## config.mk

```make
export PLATFORM = sky130hd
export DESIGN_NAME = halt_wdt
export DESIGN_NICKNAME = d
export VERILOG_FILES = /design/src/rtl/wdt_pkg.sv /design/src/rtl/wdt_tick_sync.sv /design/src/rtl/wdt_src_sel.sv /design/src/rtl/wdt_counter.sv /design/src/rtl/halt_wdt.sv
export SDC_FILE = /design/constraint.sdc
export NUM_CORES = 1
export LEC_CHECK = 0
export BUFFER_PORTS_ARGS = -buffer_cell sky130_fd_sc_hd__buf_4
export CAP_MARGIN = 20
export CORE_MARGIN = 2
export CORE_UTILIZATION = 61
export DETAILED_ROUTE_END_ITERATION = 8
export PLACE_DENSITY_LB_ADDON = 0.25
export SLEW_MARGIN = 25
export SYNTH_ARGS = -nofsm -noshare
export SYNTH_HDL_FRONTEND = slang
export SYNTH_HIERARCHICAL = 1
export SYNTH_SLANG_ARGS = --single-unit
```

## constraint.sdc

```tcl
create_clock -name clk_i -period 5.4 [get_ports clk_i]
set_input_delay 1.08 -clock clk_i [delete_from_list [all_inputs] [get_ports clk_i]]
set_output_delay 1.08 -clock clk_i [all_outputs]
set_load 0.05 [all_outputs]
```

## src/rtl/wdt_pkg.sv

```systemverilog
package wdt_pkg;
  typedef enum logic [1:0] {
    SRC_SLOW  = 2'd0,
    SRC_INSTR = 2'd1,
    SRC_RTC   = 2'd2,
    SRC_NONE  = 2'd3
  } wdt_src_e;
endpackage

```

## src/rtl/wdt_tick_sync.sv

```systemverilog
// Async tick -> one-cycle pulse in clk_i domain (rising-edge detect after sync).
module wdt_tick_sync #(
  parameter int unsigned STAGES = 2
) (
  input  logic clk_i,
  input  logic rst_ni,
  input  logic async_i,
  output logic pulse_o
);
  logic [STAGES:0] sh_q;

  always_ff @(posedge clk_i or negedge rst_ni) begin
    if (!rst_ni) sh_q <= '0;
    else         sh_q <= {sh_q[STAGES-1:0], async_i};
  end

  assign pulse_o = sh_q[STAGES-1] & ~sh_q[STAGES];
endmodule

```

## src/rtl/wdt_src_sel.sv

```systemverilog
module wdt_src_sel
  import wdt_pkg::*;
#(
  parameter int unsigned INSTR_DIV   = 4,
  parameter int unsigned SYNC_STAGES = 2
) (
  input  logic     clk_i,
  input  logic     rst_ni,
  input  wdt_src_e sel_i,
  input  logic     halt_i,
  input  logic     slow_tick_i,
  input  logic     rtc_tick_i,
  output logic     tick_o
);
  localparam int unsigned DIV_W = (INSTR_DIV > 1) ? $clog2(INSTR_DIV) : 1;
  localparam logic [DIV_W-1:0] DIV_LAST = DIV_W'(INSTR_DIV - 1);

  logic [DIV_W-1:0] div_q;
  logic slow_pulse, rtc_pulse, instr_pulse;

  wdt_tick_sync #(.STAGES(SYNC_STAGES)) u_slow_sync (
    .clk_i(clk_i), .rst_ni(rst_ni), .async_i(slow_tick_i), .pulse_o(slow_pulse)
  );
  wdt_tick_sync #(.STAGES(SYNC_STAGES)) u_rtc_sync (
    .clk_i(clk_i), .rst_ni(rst_ni), .async_i(rtc_tick_i), .pulse_o(rtc_pulse)
  );

  // instruction clock stops while the core is halted
  always_ff @(posedge clk_i or negedge rst_ni) begin
    if (!rst_ni)      div_q <= '0;
    else if (!halt_i) div_q <= (div_q == DIV_LAST) ? '0 : div_q + 1'b1;
  end

  assign instr_pulse = (div_q == DIV_LAST) & ~halt_i;

  always_comb begin
    unique case (sel_i)
      SRC_SLOW:  tick_o = slow_pulse;
      SRC_INSTR: tick_o = instr_pulse;
      SRC_RTC:   tick_o = rtc_pulse;
      default:   tick_o = 1'b0;
    endcase
  end

  AST_INSTR_FROZEN: assert property (@(posedge clk_i) disable iff (!rst_ni)
    (sel_i == SRC_INSTR && halt_i) |-> !tick_o);
  AST_NONE_SILENT: assert property (@(posedge clk_i) disable iff (!rst_ni)
    (sel_i == SRC_NONE) |-> !tick_o);
endmodule

```

## src/rtl/wdt_counter.sv

```systemverilog
module wdt_counter #(
  parameter int unsigned CNT_W = 16
) (
  input  logic clk_i,
  input  logic rst_ni,
  input  logic en_i,
  input  logic halt_i,
  input  logic clr_i,
  input  logic tick_i,
  output logic full_rst_o,
  output logic warm_rst_o,
  output logic to_o
);
  localparam logic [CNT_W-1:0] CNT_MAX = '1;

  logic [CNT_W-1:0] cnt_q;
  logic full_q, warm_q, to_q;
  logic wrap;

  assign wrap = tick_i & (cnt_q == CNT_MAX);

  always_ff @(posedge clk_i or negedge rst_ni) begin
    if (!rst_ni) begin
      cnt_q  <= '0;
      full_q <= 1'b0;
      warm_q <= 1'b0;
      to_q   <= 1'b0;
    end else if (!en_i) begin
      cnt_q  <= '0;
      full_q <= 1'b0;
      warm_q <= 1'b0;
    end else if (clr_i) begin
      cnt_q  <= '0;
      full_q <= 1'b0;
      warm_q <= 1'b0;
      to_q   <= 1'b0;
    end else begin
      if (tick_i) cnt_q <= cnt_q + 1'b1;
      full_q <= wrap & ~halt_i;
      warm_q <= wrap & halt_i;
      if (wrap && !halt_i) to_q <= 1'b1;
    end
  end

  assign full_rst_o = full_q;
  assign warm_rst_o = warm_q;
  assign to_o       = to_q;

  AST_RST_EXCL: assert property (@(posedge clk_i) disable iff (!rst_ni)
    !(full_q && warm_q));
  AST_FULL_PULSE: assert property (@(posedge clk_i) disable iff (!rst_ni)
    full_q |=> !full_q);
  AST_TO_ON_FULL: assert property (@(posedge clk_i) disable iff (!rst_ni)
    full_q |-> to_q);
  AST_WARM_PULSE: assert property (@(posedge clk_i) disable iff (!rst_ni)
    warm_q |=> !warm_q);
  AST_WARM_KEEPS_TO: assert property (@(posedge clk_i) disable iff (!rst_ni)
    (en_i && !clr_i && tick_i && halt_i) |=> $stable(to_q));
  AST_TO_STICKY: assert property (@(posedge clk_i) disable iff (!rst_ni)
    (to_q && !(en_i && clr_i)) |=> to_q);
  AST_CLR_ZERO: assert property (@(posedge clk_i) disable iff (!rst_ni)
    (en_i && clr_i) |=> (cnt_q == '0 && !to_q && !full_q && !warm_q));
  AST_DIS_QUIET: assert property (@(posedge clk_i) disable iff (!rst_ni)
    !en_i |=> (cnt_q == '0 && !full_q && !warm_q));
  AST_HOLD_NO_TICK: assert property (@(posedge clk_i) disable iff (!rst_ni)
    (en_i && !clr_i && !tick_i) |=> $stable(cnt_q));
endmodule

```

## src/rtl/halt_wdt.sv

```systemverilog
module halt_wdt
  import wdt_pkg::*;
#(
  parameter int unsigned CNT_W       = 16,
  parameter int unsigned INSTR_DIV   = 4,
  parameter int unsigned SYNC_STAGES = 2
) (
  input  logic       clk_i,
  input  logic       rst_ni,
  input  logic       wdt_en_i,
  input  logic [1:0] src_sel_i,
  input  logic       halt_i,
  input  logic       clr_i,
  input  logic       slow_tick_i,
  input  logic       rtc_tick_i,
  output logic       full_rst_o,
  output logic       warm_rst_o,
  output logic       to_o
);
  logic tick;

  wdt_src_sel #(.INSTR_DIV(INSTR_DIV), .SYNC_STAGES(SYNC_STAGES)) u_src (
    .clk_i       (clk_i),
    .rst_ni      (rst_ni),
    .sel_i       (wdt_src_e'(src_sel_i)),
    .halt_i      (halt_i),
    .slow_tick_i (slow_tick_i),
    .rtc_tick_i  (rtc_tick_i),
    .tick_o      (tick)
  );

  wdt_counter #(.CNT_W(CNT_W)) u_cnt (
    .clk_i      (clk_i),
    .rst_ni     (rst_ni),
    .en_i       (wdt_en_i),
    .halt_i     (halt_i),
    .clr_i      (clr_i),
    .tick_i     (tick),
    .full_rst_o (full_rst_o),
    .warm_rst_o (warm_rst_o),
    .to_o       (to_o)
  );
endmodule

```

==> results of run 1 <==
==> state kept, by name (all words and copies together) (netlist names) <==
name,flops
u_cnt/cnt_q,16
u_cnt/full_rst_o,1
u_cnt/to_o,1
u_cnt/warm_rst_o,1
u_src/div_q,2
u_src/u_rtc_sync/sh_q,3
u_src/u_slow_sync/sh_q,3
==> layer usage <==
layer | GRT usage | vias up
met5 | 0 | -
li1 | - | 447
met4 | 0.0833 | 0
met3 | 0.0576 | 4
met1 | 0.243 | 444
met2 | 0.357 | 20
==> metrics by stage <==
step           area [sq um]   util
3_3_place_gp           1390  0.701
6_report               1420  0.715
2_1_floorplan          1300      -
3_5_place_dp           1390  0.701
4_1_cts                1420  0.715
5_1_grt                1420  0.715
==> area by class of cell <==
type / instances / share of cell area
Tap cell: 27 / 0.0238
Timing Repair Buffer: 11 / 0.0583
Clock inverter: 1 / 0.00353
Multi-Input combinational cell: 84 / 0.411
Clock buffer: 3 / 0.0159
Inverter: 4 / 0.0106
Sequential cell: 27 / 0.477
==> Yosys cell counts <==
cell type  number  area (sq um)
xnor2_1         2          17.5
nand3_1         3          15.0
nand4_2         1          12.5
ha_1            2          25.0
or3_1           3          18.8
o21a_1          2          15.0
xor2_1          2          17.5
nand2b_1        5          31.3
nor3_1          5          25.0
buf_4           1          7.51
mux2i_1         8          80.1
o31ai_2         1          12.5
o31ai_1         2          15.0
nor4_1          5          31.3
nor2_1          5          18.8
nand2_1        16          60.1
nand4_1         4          25.0
inv_1           4          15.0
buf_6           1          11.3
nand4_4         1          21.3
nor2b_4         2          27.5
o21ai_0         2          10.0
mux2_4          1          15.0
o32ai_1         1          8.76
a21o_2          1          8.76
a21oi_1         4          20.0
nor2b_1         1          6.26
and4_1          1          8.76
dfrtp_1        27           676
nand3_2         1          10.0
or4_1           2          15.0
or4_4           1          11.3
clkbuf_1        1          3.75
==> worst min-delay path by stage <==
stage / startpoint / end / depth (start not counted)
finish: u_src/u_slow_sync/sh_q[0]$_DFF_PN0_ / u_src/u_slow_sync/sh_q[1]$_DFF_PN0_ / 0
global route: u_src/u_slow_sync/sh_q[0]$_DFF_PN0_ / u_src/u_slow_sync/sh_q[1]$_DFF_PN0_ / 0
CTS: u_src/u_slow_sync/sh_q[0]$_DFF_PN0_ / u_src/u_slow_sync/sh_q[1]$_DFF_PN0_ / 0
detailed placement: u_src/u_slow_sync/sh_q[0]$_DFF_PN0_ / u_src/u_slow_sync/sh_q[1]$_DFF_PN0_ / 0
global placement: u_src/u_rtc_sync/sh_q[0]$_DFF_PN0_ / u_src/u_rtc_sync/sh_q[1]$_DFF_PN0_ / 0
floorplan: u_src/u_rtc_sync/sh_q[0]$_DFF_PN0_ / u_src/u_rtc_sync/sh_q[1]$_DFF_PN0_ / 0
==> worst max-delay path, delay by kind of cell <==
kind / cells / cell delay, ns
buffers and inverters: 1 / 0.14
and+or+nand+nor: 2 / 0.89
AOI/OAI and AO/OA: 2 / 1.01
==> logic make-up after synthesis <==
group / after synthesis / synth area share
AND/OR/NAND/NOR: 56 / 0.261
flip-flops: 27 / 0.521
adder cells (fa/ha/maj): 2 / 0.0193
buffers and inverters: 7 / 0.0290
multiplexers: 9 / 0.0734
AO/OA/AOI/OAI: 13 / 0.0695
XOR/XNOR: 4 / 0.0270
==> power by group <==
group	total (mW)	internal [mW]	switching [mW]
logic	0.0429	0.0227	0.0202
registers	0.220	0.212	0.00771
clock network	0.0847	0.0278	0.0569
total	0.347	0.263	0.0849
==> metrics.yaml, run 1 <==
synth_nets: 129
grt_max_degree: 28
placed_cells_incl_taps: 153
clkSinkCount: 27
io_buffers: 11
layout.area.seq_sq_um: 676
place_ws_ns: 2.19
tightest_slew_ns: 0.992
layout_commonest_cell: "dfrtp_1"
core_sq_mm: 0.00198
critPathLaunchType: "input pin"
top_layer_used: "met4"
maxSlewHeadroom: 0.337
drtAntennaViolNets: 0
clock_tree.root_cell: "clkbuf_4"
die_w_microns: 50.1
run_status: "complete, no violations"
crit_path_end_kind: "flop"
syn_inst: 118
post-dp-hpwl_mm: 1.60
grtUsageTotal: 0.208
via_per_inst: 5.83
ys_seq_area_frac: 0.521
r2r_end: "u_cnt/cnt_q[9]$_DFFE_PN0P_"
path_clk_slew_ns: 0.13
start_util: 0.654
r2r-start: "u_src/div_q[0]$_DFFE_PN0N_"
ios: 12
post_cts_resized: 0
min_period_ns: 2.86
cp_cell_sequence: "buf_4, o32ai_1, nand4_2, or4_1, a21oi_1"
cts_buffers: 3
required_ns: 5.65
mostFrequentLayoutCells: "dfrtp_1, nand2_1, buf_4"
grt_pass1_vias: 909
critPathCapture: "u_cnt/cnt_q[9]$_DFFE_PN0P_"
r2r_slack_ns: 2.82
ir_worst_vdd_mv: 0.244
route.met3.wl_microns: 96
leakagePower_nw: 0.593
antenna_found_initial: 0
drtPass1Iterations: 4
cts_tree: "done"
synth_area_per_cell_sq_um: 11.0
die_h_microns: 50.1
rows: 16
arrival_ns: 3.12
htree_levels: 1
syn2layout_area_growth_pct: 9.36
setup_viol: 0
grt_pass1_wl_mm: 3.87
crit_start: "halt_i"
wl_per_cell_microns: 13.7
finalWeightedCongestion: 0.837
nNetsFinal: 142
slowest_delay_ns: 0.85
syn_area_sq_mm: 0.00130
via_count: 915
power_density_mw_per_mm2: 245
multi_input_area_sq_um: 583
hold_path_class: "flop to flop"
antennaDiodeCount: 0
drc: 0
cts_buffer_depth: 2
layout-drive-gt1-share: 0.185
ys_types: 33
r2r_cells: 6
dieArea_sq_mm: 0.00251
path_class: "input pin to flop"
ys_seq_elements: 27
skew_ns: 0.00646
wl_mm: 2.15
postCtsSetupRepairBufs: 0
slowest_stage: "o32ai_1"
clock_latency_ns: 0.32
grt.overflow.total: 0
final_hold_viol_count: 0
cap_violations: 0
power.total_mw: 0.347
wl_met2_mm: 1.07
hold_ws_ns: 0.367
final_cell_count_no_fill: 157
slew_violations: 0
max_freq_mhz: 349
setup_slack_ns: 2.54
drt_iter0_drc: 15
crit_path_max_fanout: 9
postCtsHoldBufs: 0
tns_ns: 0
min_period_over_period: 0.530
met1Wirelength_microns: 953
rsz0062_at_grt: "false"
yosysWarnings: 6
fillers: 143
No activity file was read; power rests on OpenSTA's default activity.
==> run 2: changes to the inputs <==
- CORE_UTILIZATION: 61 -> 57
- clock period: 5.4 -> 2.8 ns (I/O delays scaled with it)
==> metrics.yaml, run 2 (same netlist as run 1, synthesis figures left out) <==
regMostFlops: "u_cnt/cnt_q"
syn2layout_area_growth_pct: 9.94
skew_ns: 0.00390  # -0.00256 ns
tns_ns: 0  # unchanged
mostFrequentLayoutCells: "dfrtp_1, nand2_1, buf_4"
slew_violations: 0  # unchanged
r2r_slack_ns: 0.76  # -2.06 ns
slowest_stage: "or4_1"
run_status: "complete, no violations"
path_delay_family: "simple AND/OR/NAND/NOR gates"
dieArea_sq_mm: 0.00267  # +6.4%
r2r-start: "u_src/div_q[0]$_DFFE_PN0N_"
crit_path_max_fanout: 9  # unchanged
ios: 12  # unchanged
max_freq_mhz: 490
cts_buffer_depth: 2  # unchanged
grt_pass1_vias: 897  # -1.3%
grt_pass1_wl_mm: 3.87  # unchanged
final_cell_count_no_fill: 159  # +1.3%
drc: 0  # unchanged
clock_latency_ns: 0.32  # about the same
min_period_over_period: 0.728
power.total_mw: 0.665  # +92%
clock_tree.root_cell: "clkbuf_4"
grt.overflow.total: 0  # unchanged
hold_path_class: "input pin to async pin"
final_hold_viol_count: 0  # unchanged
grtUsageTotal: 0.201  # -0.00693
die_w_microns: 51.7  # +3.2%
crit_path_end_kind: "flop"
arrival_ns: 2.29  # -0.83 ns
required_ns: 3.05  # -2.60 ns
ir_worst_vdd_mv: 0.366  # +50%
core_sq_mm: 0.00219  # +11%
rows: 17  # +1
place_ws_ns: 0.653  # -1.54 ns
maxSlewHeadroom: 0.439  # +0.102
htree_levels: 1  # unchanged
setup_viol: 0  # unchanged
post_cts_resized: 0  # unchanged
r2r_end: "u_cnt/cnt_q[9]$_DFFE_PN0P_"
rsz0062_at_grt: "false"
via_count: 897  # -2.0%
cp_cell_sequence: "ha_1, nand2_1, o32ai_1, buf_4, nand4_2, or4_1, a21oi_1"
nNetsFinal: 143  # +0.70%
layout-drive-gt1-share: 0.183  # -0.00141
start_util: 0.592  # -0.0624
r2r_cells: 7  # +1
tightest_slew_ns: 0.839  # -0.152 ns
grt_max_degree: 28  # unchanged
cap_violations: 0  # unchanged
power_density_mw_per_mm2: 467  # +91%
wl_per_cell_microns: 13.8  # +0.39%
largest_reg_flops: 16  # unchanged
wl_mm: 2.19  # +1.7%
placed_cells_incl_taps: 155  # +1.3%
post-dp-hpwl_mm: 1.63  # +2.2%
postCtsHoldBufs: 0  # unchanged
postCtsSetupRepairBufs: 0  # unchanged
via_per_inst: 5.64  # -3.2%
fillers: 172  # +20%
slowest_delay_ns: 0.53  # -0.32 ns
antenna_found_initial: 0  # unchanged
cts_buffers: 3  # unchanged
min_period_ns: 2.04
drtPass1Iterations: 4  # unchanged
drt_iter0_drc: 15  # unchanged
path_buf_inv: 1  # unchanged
drtAntennaViolNets: 0  # unchanged
path_class: "flop to flop"
leakagePower_nw: 0.595  # +0.43%
antennaDiodeCount: 0  # unchanged
path_clk_slew_ns: 0.13  # about the same
layout_commonest_cell: "dfrtp_1"
cts_tree: "done"
finalWeightedCongestion: 0.834  # -0.45%
fin_util: 0.650  # -0.0648
clkSinkCount: 27  # unchanged
die_h_microns: 51.7  # +3.2%
critPathLaunchType: "flop"
io_buffers: 11  # unchanged
reg_top3: "u_cnt/cnt_q x16, u_src/u_rtc_sync/sh_q x3, u_src/u_slow_sync/sh_q x3"
setup_slack_ns: 0.760  # -1.78 ns
==> run 2: cell types whose count changed in the layout (fill, tap and decap cells not counted) <==
cell      before  now
buf_4         11   12
clkbuf_1       0    1
clkinv_2       1    0
==> run 2: through the flow <==
stage	hold slack, ns	cell area (sq um)
final	0.118	1430
after global routing	0.116	1430
after CTS	0.123	1430
after detailed placement	0.336	1400
after global placement	0.333	1400
after floorplan	0.264	1300
==> run 2: routing by layer <==
layer,GRT usage,wire length [microns],part of all wire
met1,0.258,1030,0.47
met2,0.325,1050,0.48
met3,0.0402,74,0.034
met4,0.101,31,0.014
met5,0,0,0
==> run 2: worst max path at each step <==
stage | start | end | slack [ns] | depth (start not counted)
2_1_floorplan | src_sel_i[1] | u_cnt/to_o$_DFFE_PN0P_ | 0.92 | 5
6_report | u_src/div_q[0]$_DFFE_PN0N_ | u_cnt/cnt_q[9]$_DFFE_PN0P_ | 0.76 | 7
3_5_place_dp | halt_i | u_cnt/cnt_q[9]$_DFFE_PN0P_ | 0.65 | 6
3_3_place_gp | halt_i | u_cnt/cnt_q[9]$_DFFE_PN0P_ | 0.68 | 6
5_1_grt | u_src/div_q[0]$_DFFE_PN0N_ | u_cnt/cnt_q[15]$_DFFE_PN0P_ | 0.57 | 7
4_1_cts | u_src/div_q[0]$_DFFE_PN0N_ | u_cnt/cnt_q[9]$_DFFE_PN0P_ | 0.77 | 7
==> run 2: cell type report <==
type,count,area [sq um],area share
flip-flops and latches,27,676,0.474
multi-input cells,84,583,0.409
repair buffers,12,90.1,0.0632
well taps,28,35.0,0.0246
clock buffers,4,26.3,0.0184
inverters,4,15.0,0.0105
==> run 2: report_power, final <==
part	internal [mW]	switching (mW)
clock	0.0558	0.108
combinational	0.0439	0.0353
sequential	0.409	0.0132
total	0.509	0.157
